[config.mk]
export PLATFORM = sky130hd
export DESIGN_NAME = sdram_burst_colgen
export DESIGN_NICKNAME = d
export VERILOG_FILES = /design/src/rtl/sdram_burst_colgen.sv
export SDC_FILE = /design/constraint.sdc
export NUM_CORES = 1
export LEC_CHECK = 0
export BUFFER_PORTS_ARGS = -buffer_cell sky130_fd_sc_hd__buf_4
export CELL_PAD_IN_SITES_DETAIL_PLACEMENT = 1
export CELL_PAD_IN_SITES_GLOBAL_PLACEMENT = 1
export CORE_MARGIN = 2
export CORE_UTILIZATION = 45
export DETAILED_ROUTE_END_ITERATION = 12
export PLACE_DENSITY = 0.85
export SYNTH_ARGS = -nofsm -noshare
export SYNTH_HDL_FRONTEND = slang
export SYNTH_SLANG_ARGS = --single-unit
export TNS_END_PERCENT = 5
[constraint.sdc]
create_clock -name clk -period 5.6 [get_ports clk]
set_input_delay 0 -clock clk [delete_from_list [all_inputs] [get_ports clk]]
set_output_delay 0 -clock clk [all_outputs]
set_load 0.02 [all_outputs]
[src/rtl/sdram_burst_colgen.sv]
module sdram_burst_colgen #(
  parameter int COL_W = 10
) (
  input  logic             clk,
  input  logic             rst_n,
  input  logic             start,
  input  logic [COL_W-1:0] start_col,
  input  logic [2:0]       len_sel,
  input  logic             ilv,
  input  logic             stop,
  output logic [COL_W-1:0] col_out,
  output logic             beat_valid,
  output logic             last_beat
);

  logic             active_q, ilv_q, fp_q;
  logic [COL_W-1:0] base_q, cnt_q, mask_q;
  logic [COL_W-1:0] sel_mask, offs;

  always_comb begin
    sel_mask = '1;
    if (!len_sel[2]) begin
      case (len_sel[1:0])
        2'd0: sel_mask = COL_W'(0);
        2'd1: sel_mask = COL_W'(1);
        2'd2: sel_mask = COL_W'(3);
        default: sel_mask = COL_W'(7);
      endcase
    end
  end

  assign offs       = (ilv_q && !fp_q) ? (base_q ^ cnt_q) : (base_q + cnt_q);
  assign col_out    = (base_q & ~mask_q) | (offs & mask_q);
  assign beat_valid = active_q;
  assign last_beat  = active_q && !fp_q && (cnt_q == mask_q);

  always_ff @(posedge clk) begin
    if (!rst_n) begin
      active_q <= 1'b0;
      ilv_q    <= 1'b0;
      fp_q     <= 1'b0;
      base_q   <= '0;
      cnt_q    <= '0;
      mask_q   <= '0;
    end else if (start) begin
      active_q <= 1'b1;
      ilv_q    <= ilv;
      fp_q     <= len_sel[2];
      base_q   <= start_col;
      cnt_q    <= '0;
      mask_q   <= sel_mask;
    end else if (active_q) begin
      if (stop || last_beat) active_q <= 1'b0;
      else                   cnt_q    <= cnt_q + 1'b1;
    end
  end

  p_first_beat_r2: assert property (@(posedge clk) disable iff (!rst_n)
    start |=> (beat_valid && col_out == $past(start_col)));

  p_end_after_last_r5: assert property (@(posedge clk) disable iff (!rst_n)
    (last_beat && !start) |=> !beat_valid);

  p_stop_ends_r7: assert property (@(posedge clk) disable iff (!rst_n)
    (stop && !start) |=> !beat_valid);

  p_page_step_r6: assert property (@(posedge clk) disable iff (!rst_n)
    (beat_valid && fp_q && !stop && !start) |=>
      (beat_valid && col_out == COL_W'($past(col_out) + 1'b1)));

  p_page_no_last_r6: assert property (@(posedge clk) disable iff (!rst_n)
    (beat_valid && fp_q) |-> !last_beat);

endmodule

==> results of run 1 <==
where the power goes:
group | switching (uW) | internal [uW] | total [uW]
registers | 8.91 | 192 | 201
logic | 42.7 | 45.6 | 88.3
clock network | 65.4 | 95.8 | 161
total | 117 | 334 | 451
worst max-delay path by stage:
| stage | from | endpoint | slack, ps |
|---|---|---|---|
| 6_report | cnt_q[1] | col_out[7] | 3110 |
| 5_1_grt | cnt_q[1] | col_out[7] | 2770 |
| 4_1_cts | cnt_q[1] | col_out[7] | 3110 |
| 3_5_place_dp | cnt_q[1] | col_out[7] | 3430 |
| 3_3_place_gp | cnt_q[0] | col_out[8] | 3540 |
| 2_1_floorplan | cnt_q[2] | col_out[7] | 3530 |
worst register-to-register path, stage by stage, from the launching register on:
cell and delay [ps]:
dfxtp_1 470, nor4_1 520, nand4_2 230, o21ai_4 250, mux2i_1 210, nor2_1 50
through the flow:
stage	instances	worst slack (ps)
2_1_floorplan	203	3530
3_3_place_gp	270	3540
3_5_place_dp	270	3430
4_1_cts	287	3110
5_1_grt	287	2770
6_report	287	3110
area by class of cell:
cell class / count / area, um2 / area share (%)
Clock buffer: 3 / 41.3 / 1.87
Sequential cell: 26 / 520 / 23.5
Tap cell: 48 / 60.1 / 2.71
Clock inverter: 1 / 30.0 / 1.36
Timing Repair Buffer: 42 / 348 / 15.7
Inverter: 6 / 22.5 / 1.02
Multi-Input combinational cell: 161 / 1190 / 53.8
sequential cells by signal (all words and copies together) (netlist names):
name,cells
base_q,10
cnt_q,10
beat_valid,1
mask_q,4
ilv_q,1
cell usage after synthesis (all sizes together) (2+ instances only):
library cell and number:
o21ai 8, clkbuf 3, nor2 15, dfxtp 26
nor4 2, a21oi 15, nand3 3, nand2 14
or4 2, nor2b 14, xor2 9, ha 10
o211ai 5, and4b 2, mux2i 14, or3 2
nand2b 4, mux2 5, nand4 4, a21o 2
o311ai 2, inv 6, nor3 4, buf 7
a221oi 2, xnor2 6
metal layers:
| metal | up-vias | part of all wire [%] | global-route usage, % |
|---|---|---|---|
| met5 | - | 0 | 0 |
| met2 | 39 | 48 | 43.6 |
| met3 | 13 | 3.4 | 4.39 |
| li1 | 809 | - | - |
| met1 | 769 | 46 | 27.6 |
| met4 | 0 | 2.8 | 9.18 |
cells by family (layout without fill, tap and decap cells):
group | after synthesis | in the layout | synth area share (%)
compound gates | 44 | 44 | 18.0
buf+inv | 16 | 52 | 4.14
xor+xnor | 15 | 15 | 7.36
flops | 26 | 26 | 29.2
simple gates | 72 | 72 | 22.2
mux | 19 | 19 | 11.0
fa+ha+maj | 11 | 11 | 8.13
==> results_dict.tcl, run 1 <==
set metrics [dict create \
    crit_slowest_cell "dfxtp_1" \
    worstMarginPinSlew_ps 544 \
    worstPathCellList "ha_1 -> a211oi_1 -> o21ai_0 -> a21oi_1 -> nand4b_1 -> o311ai_0 -> buf_4" \
    fin_crit_ps 2490 \
    num_io_pins 30 \
    timing.final.crit_share_pct 44.5 \
    cap_violations 0 \
    cts_root_buf "clkbuf_8" \
    final_common_cell "buf_4" \
    peakVddDrop_mv 0.145 \
    gr-total-overflow 0 \
    worstSetupPathType "flop to output port" \
    die_area_um2 4480 \
    ctsHoldBuffers 13 \
    drtIter0Drc 74 \
    ctsLongestPathBuffers 2 \
    rows 22 \
    placedInstanceArea_um2 2010 \
    antenna_found_initial 0 \
    min_path_type "input pin to flop" \
    synthFlopType "dfxtp_1" \
    port_buffers 29 \
    grt_pass1_wl_um 8020 \
    drc 0 \
    synth_edf_count 0 \
    drive_gt1_share_pct 18.4 \
    power.density_nw_per_um2 204 \
    end_kind "output port" \
    syn_avg_cell_area_um2 8.79 \
    cts_tree "done" \
    r2r-start "mask_q[8]" \
    post_cts_resized 0 \
    route.antenna.remaining_nets 0 \
    cp.depth 7 \
    synth_top_cell_area_share_pct 29.2 \
    design_area_um2 2210 \
    skew_ps 4.73 \
    cp_top_family "compound AO/OA/AOI/OAI gates" \
    cts_setup_buffers 0 \
    finalPower_uw 451 \
    grt_start_max_net_pins 19 \
    cp.required_ps 5600 \
    grt_pass1_vias 1702 \
    die_w_um 67.0 \
    nFillCells 455 \
    syn_inst 203 \
    min_to "base_q[9]" \
    yosysSeqAreaShare_pct 29.2 \
    synth_area_leaders "dfxtp_1 (29%), mux2i_1 (7.9%), ha_1 (7.0%)" \
    max_freq_mhz 401 \
    drt_wl_total_um 4850 \
    violations "hold timing" \
    diodes 0 \
    synth.distinct_cells 50 \
    relSlewSlack_pct 63.4 \
    first_pass_iters 4 \
    core_area_um2 3740 \
    outcome "finished with violations" \
    critPathArrivalTime_ps 2490 \
    ys_async_sr_fraction_pct 0 \
    vias 1630 \
    whs_path_depth 3 \
    final_nets 269 \
    maxSlewViolCount 0 \
    synth_seq_cells 26 \
    start_util_pct 47.7 \
    crit_buf_inv 1 \
    cp_max_fo 7 \
    fin_hold_ws_ps -10.7 \
    routed_via_density 5.68 \
    worstRegToRegCells 5 \
    syn_to_final_growth_pct 24.0 \
    cts_sinks 26 \
    clk_pin_slew_ps 100 \
    clk_latency_ps 280 \
    rsz0062_at_grt "false" \
    grt_usage_pct 24.0 \
    gp_congestion 0.768 \
    yosysTopAreaCell "dfxtp_1" \
    htreeDepth 1 \
    worstHoldStart "start_col[9]" \
    setup_tns_ps 0 \
    syn_nets 232 \
    setup_viol 0 \
    place_hpwl_um 3320 \
    layout_common_cells "buf_4 (29), dfxtp_1 (26), a21oi_1 (15), nor2_1 (15)" \
    start_kind "flop" \
    fin_util_pct 59.1 \
    die_h_um 67.0 \
    syn_area_um2 1780 \
    wl_per_cell_um 16.9 \
    critPathMaxStageDelay_ps 520 \
    r2r_slack_ps 3770 \
    hold_viol 1 \
    leakage_uw 0.000935 \
    r2r_end "cnt_q[1]" \
    yosysWarnings 0 \
    cts_made_buffers 3 \
]
No activity file was read; power rests on OpenSTA's default activity.
==> run 2: changes to the inputs <==
ABC_AREA = 1   (was unset)
CORE_UTILIZATION = 39   (was 45)
PLACE_DENSITY = 0.8   (was 0.85)
clock period = 2.3 ns   (was 5.6 ns; I/O delays follow)
==> results_dict.tcl, run 2 <==
set metrics [dict create \
    routed_via_density 5.19 \
    leakage_uw 0.00101 \
    synth_top_cell_area_share_pct 29.5 \
    timing.final.crit_share_pct 92.2 \
    clk_pin_slew_ps 100 \
    crit_slowest_cell "fa_1" \
    clk_latency_ps 280 \
    grt_start_max_net_pins 21 \
    synthFlopType "dfxtp_1" \
    design_area_um2 2160 \
    relSlewSlack_pct 48.5 \
    synth_edf_count 0 \
    first_pass_iters 4 \
    start_kind "flop" \
    finalPower_uw 1070 \
    synth_seq_cells 26 \
    core_area_um2 4350 \
    synth_area_leaders "dfxtp_1 (30%), nand2_1 (14%), o21ai_0 (7.4%)" \
    ctsLongestPathBuffers 2 \
    die_w_um 71.2 \
    dp_slack_ps 468 \
    syn_avg_cell_area_um2 6.60 \
    drive_gt1_share_pct 16.6 \
    cts_root_buf "clkbuf_8" \
    wl_per_cell_um 14.2 \
    end_kind "output port" \
    syn_nets 296 \
    highest_layer "met4" \
    drc 0 \
    pwr-share-seq_pct 45.3 \
    reg.largest.list "base_q (10), cnt_q (10), mask_q (4)" \
    worstRegToRegCells 8 \
    grt_usage_pct 21.8 \
    final_nets 332 \
    setup_tns_ps 0 \
    yosysWarnings 0 \
    worst_slack_ps 180 \
    gp_congestion 0.796 \
    cp.required_ps 2300 \
    synth_most_common_cell "nand2_1" \
    final_common_cell "nand2_1" \
    max_freq_mhz 472 \
    ys_async_sr_fraction_pct 0 \
    synth.distinct_cells 28 \
    critPathArrivalTime_ps 2120 \
    die_h_um 71.2 \
    maxSlewViolCount 0 \
    route.antenna.remaining_nets 0 \
    cts_made_buffers 3 \
    cts_tree "done" \
    swShare_pct 26.8 \
    fin_crit_ps 2120 \
    power_frac_comb_pct 17.4 \
    drtIter0Drc 81 \
    min_path_type "input pin to flop" \
    start_util_pct 40.5 \
    power.density_nw_per_um2 495 \
    cts_setup_buffers 0 \
    htreeDepth 1 \
    layout_common_cells "nand2_1 (67), inv_1 (32), buf_4 (31), nor2_1 (28), o21ai_0 (26)" \
    grt_pass1_vias 1886 \
    num_io_pins 30 \
    worstMarginPinSlew_ps 772 \
    placedInstanceArea_um2 2010 \
    gr-total-overflow 0 \
    vias 1837 \
    clkPwrFrac_pct 37.3 \
    setup_viol 0 \
    port_buffers 29 \
    cts_sinks 26 \
    worstPathCellList "ha_1 -> fa_1 -> nand4_1 -> nand3_1 -> or2_2 -> nand3_1 -> o21ai_0 -> buf_4" \
    cp_max_fo 8 \
    cp.depth 8 \
    yosysTopAreaCell "dfxtp_1" \
    worstSetupPathType "flop to output port" \
    crit_buf_inv 1 \
    syn_area_um2 1760 \
    met1_length_um 2350 \
    diodes 0 \
    wl_met3_um 181 \
    rows 24 \
    drt_wl_total_um 5040 \
    cp_top_family "adder cells" \
    hold_viol 0 \
    intPower_uw 782 \
    nFillCells 584 \
    cap_violations 0 \
    grt_pass1_wl_um 8810 \
    p_sw_uw 286 \
    syn_inst 267 \
    critPathMaxStageDelay_ps 430 \
    syn_to_final_growth_pct 22.5 \
    outcome "finished clean" \
    die_area_um2 5070 \
    skew_ps 7.04 \
    yosysSeqAreaShare_pct 29.5 \
    whs_path_depth 3 \
    place_hpwl_um 3850 \
    ys_top_cells_by_count "nand2_1 (67), inv_1 (32), nor2_1 (28), dfxtp_1 (26), o21ai_0 (26)" \
    routed-wl-met2_um 2460 \
    antenna_found_initial 0 \
    peakVddDrop_mv 0.278 \
    rsz0062_at_grt "false" \
    path_common_cell "nand3_1" \
]
[run 2: changes by cell type after synthesis, moves of 13 or more]
cell and delta:
o21ai_0 +19, nor2_1 +13, inv_1 +26, mux2i_1 -14
nand3_1 +22, nor2b_1 -14, nand2_1 +53
[run 2: cells by family (layout without fill, tap and decap cells)]
group                      after synthesis  count (layout)  synth area share [%]
and+or+nand+nor                        131             131                  31.5
AOI/OAI and AO/OA                       49              49                  16.2
buffers and inverters                   41              76                  10.1
DFF                                     26              26                  29.5
adders and majority gates               11              11                  8.23
xor gates and xnor gates                 9               9                  4.47
[run 2: worst register-to-register path: cells and delay by family, from the launching register on]
kind / cells / cell delay, ps
compound gates: 2 / 190
buf+inv: 1 / 220
flops: 1 / 540
simple gates: 5 / 590
[run 2: worst paths after layout]
path,start,slack (ps),end
worst min register to register,base_q[5],500,base_q[5]
worst min-delay path,start_col[9],2,base_q[9]
worst max register to register,cnt_q[1],700,cnt_q[9]
worst max-delay path,cnt_q[0],180,col_out[6]
[run 2: layout make-up]
class                   count  area [um2]  share of cell area (%)
clock buffers               3        41.3                    1.91
inverters                  33         124                    5.74
repair buffers             39         313                    14.5
well taps                  52        65.1                    3.01
multi-input cells         200        1060                    49.3
flip-flops and latches     26         522                    24.2
clock inverters             1        30.0                    1.39
[run 2: timing repair]
item                                   in CTS  in global routing
endpoints found under the hold margin       8                  0
hold buffers                                8                  0
setup endpoints to repair                   0                  1
gates resized for setup                     0                  1
[run 2: metrics by stage]
step	util, %	hold WS, ps	instances
floorplan	-	130	267
global placement	46.1	224	342
detailed placement	46.1	240	342
CTS	49.6	1.13	354
global route	49.6	2.96	354
finish	49.6	1.82	354
[run 2: layer usage]
layer / global-route usage [%] / up-vias
li1: - / 940
met1: 28.5 / 857
met2: 37.9 / 35
met3: 2.81 / 5
met4: 5.66 / 0
met5: 0 / -
[run 2: power groups by stage]
stage               combinational, uW  clock [uW]  sequential, uW
floorplan                         104           0             491
global placement                  172           0             493
detailed placement                175           0             494
CTS                               187         401             483
global route                      209         419             486
finish                            186         399             484
==> run 3: changes to the inputs <==
CELL_PAD_IN_SITES_DETAIL_PLACEMENT = unset   (was 1)
CELL_PAD_IN_SITES_GLOBAL_PLACEMENT = unset   (was 1)
CORE_UTILIZATION = 29   (was 39)
GPL_TIMING_DRIVEN = 0   (was unset)
PLACE_DENSITY = 0.48   (was 0.8)
==> results_dict.tcl, run 3 (synthesis results as in run 2) <==
set metrics [dict create \
    r2r_end "cnt_q[8]" \
    cp.required_ps 2300 \
    r2r-start "cnt_q[1]" \
    ctsLongestPathBuffers 2 \
    cts_root_buf "clkbuf_8" \
    peakVddDrop_mv 0.237 \
    core_area_um2 5890 \
    grt_usage_pct 16.0 \
    cp_max_fo 6 \
    power.density_nw_per_um2 436 \
    gp_congestion 0.815 \
    whs_path_depth 3 \
    drc 0 \
    die_w_um 82.0 \
    drt_wl_total_um 4820 \
    placedCellCount 371 \
    startpoint "cnt_q[3]" \
    setup_viol 0 \
    maxSlewViolCount 0 \
    outcome "finished clean" \
    htreeDepth 1 \
    relSlewSlack_pct 63.5 \
    setup_tns_ps 0 \
    drive_gt1_share_pct 17.3 \
    worstSetupPathType "flop to output port" \
    grt_use_met2_pct 26.8 \
    gr-total-overflow 0 \
    grt_pass1_wl_um 8180 \
    place_hpwl_um 3700 \
    antenna_found_initial 0 \
    max_freq_mhz 474 \
    clk_latency_ps 270 \
    vias 1778 \
    drtIter0Drc 45 \
    cts_made_buffers 3 \
    final_nets 343 \
    timing.final.crit_share_pct 91.8 \
    cts_setup_buffers 0 \
    placedInstanceArea_um2 2070 \
    layout_common_cells "nand2_1 (67), inv_1 (32), buf_4 (29), nor2_1 (28), o21ai_0 (26)" \
    reg.largest.list "base_q (10), cnt_q (10), mask_q (4)" \
    final_common_cell "nand2_1" \
    worstRegToRegCells 6 \
    skew_ps 4.40 \
    grt_start_max_net_pins 15 \
    min_to "base_q[7]" \
    r2r_slack_ps 740 \
    finalNonFillerCells 388 \
    port_buffers 29 \
    worstMarginPinSlew_ps 547 \
    die_area_um2 6720 \
    cts_sinks 26 \
    route.antenna.remaining_nets 0 \
    wl_per_cell_um 12.4 \
    num_io_pins 30 \
    diodes 0 \
    start_util_pct 30.0 \
    busiest_layer "met2" \
    hold_viol 0 \
    clk_pin_slew_ps 100 \
    grt_pass1_vias 1722 \
    design_area_um2 2270 \
    start_kind "flop" \
    syn_to_final_growth_pct 28.6 \
    routed_via_density 4.58 \
    grt_use_met1_pct 21.5 \
    end_kind "output port" \
    fin_crit_ps 2110 \
    grt_use_met3_pct 2.31 \
    critPathArrivalTime_ps 2110 \
    rows 28 \
    die_h_um 82.0 \
    worstHoldStart "rst_n" \
    cap_violations 0 \
    fin_hold_ws_ps 18.1 \
    first_pass_iters 4 \
    cts_tree "done" \
    leakage_uw 0.00104 \
    rsz0062_at_grt "false" \
    min_path_type "input pin to flop" \
]
==> run 3: cell count changes in the layout (fill, tap and decap cells not counted), sizes merged <==
cell | previous run | this run
buf | 31 | 33
bufinv | 1 | 0
clkbuf | 3 | 8
dlygate4sd3 | 8 | 13
==> run 3: through the flow <==
stage / power (uW) / setup slack, ps / utilization [%]
2_1_floorplan: 595 / 605 / -
3_3_place_gp: 673 / 386 / 35.2
3_5_place_dp: 674 / 405 / 35.2
4_1_cts: 1010 / 74.1 / 38.4
5_1_grt: 1040 / 22.6 / 38.5
6_report: 989 / 189 / 38.5
==> run 3: critical path: stages (launching register included) <==
cell and delay (ps):
dfxtp_1 520, ha_1 350, nand2_1 90, inv_1 50, o21ai_0 140, nand3_1 100, or2_2 280, nand3_1 60
o21ai_0 80, buf_4 170
==> run 3: worst max-delay path by stage <==
stage | slack [ps] | cells after the start | to
finish | 190 | 9 | col_out[6]
detailed placement | 400 | 8 | col_out[6]
floorplan | 610 | 7 | col_out[6]
CTS | 70 | 8 | col_out[6]
global route | 20 | 9 | col_out[6]
global placement | 390 | 8 | col_out[6]
==> run 3: routing by layer <==
metal	vias to the layer above	part of all wire, %
met2	32	43
met1	783	53
met5	-	0
met3	4	2.4
li1	959	-
met4	0	1.2
==> run 3: what timing repair did <==
| action | in CTS | in global routing |
|---|---|---|
| endpoints found under the hold margin | 13 | 0 |
| endpoints found under the setup margin | 0 | 3 |
| hold buffers | 13 | 0 |
| gates resized for setup | 0 | 3 |
==> run 3: final cells by class <==
class,count,area (um2)
fillers,653,3620
multi-input cells,200,1070
flip-flops and latches,26,522
repair buffers,42,348
inverters,33,124
well taps,75,93.8
clock buffers,4,55.1
plain buffers,8,53.8
==> run 3: where the power goes <==
| part | switching (uW) | leakage, uW | internal, uW | total [uW] |
|---|---|---|---|---|
| sequential | 16.2 | 0.000213 | 469 | 485 |
| combinational | 106 | 0.000797 | 88.9 | 195 |
| clock | 156 | 0.0000288 | 153 | 309 |
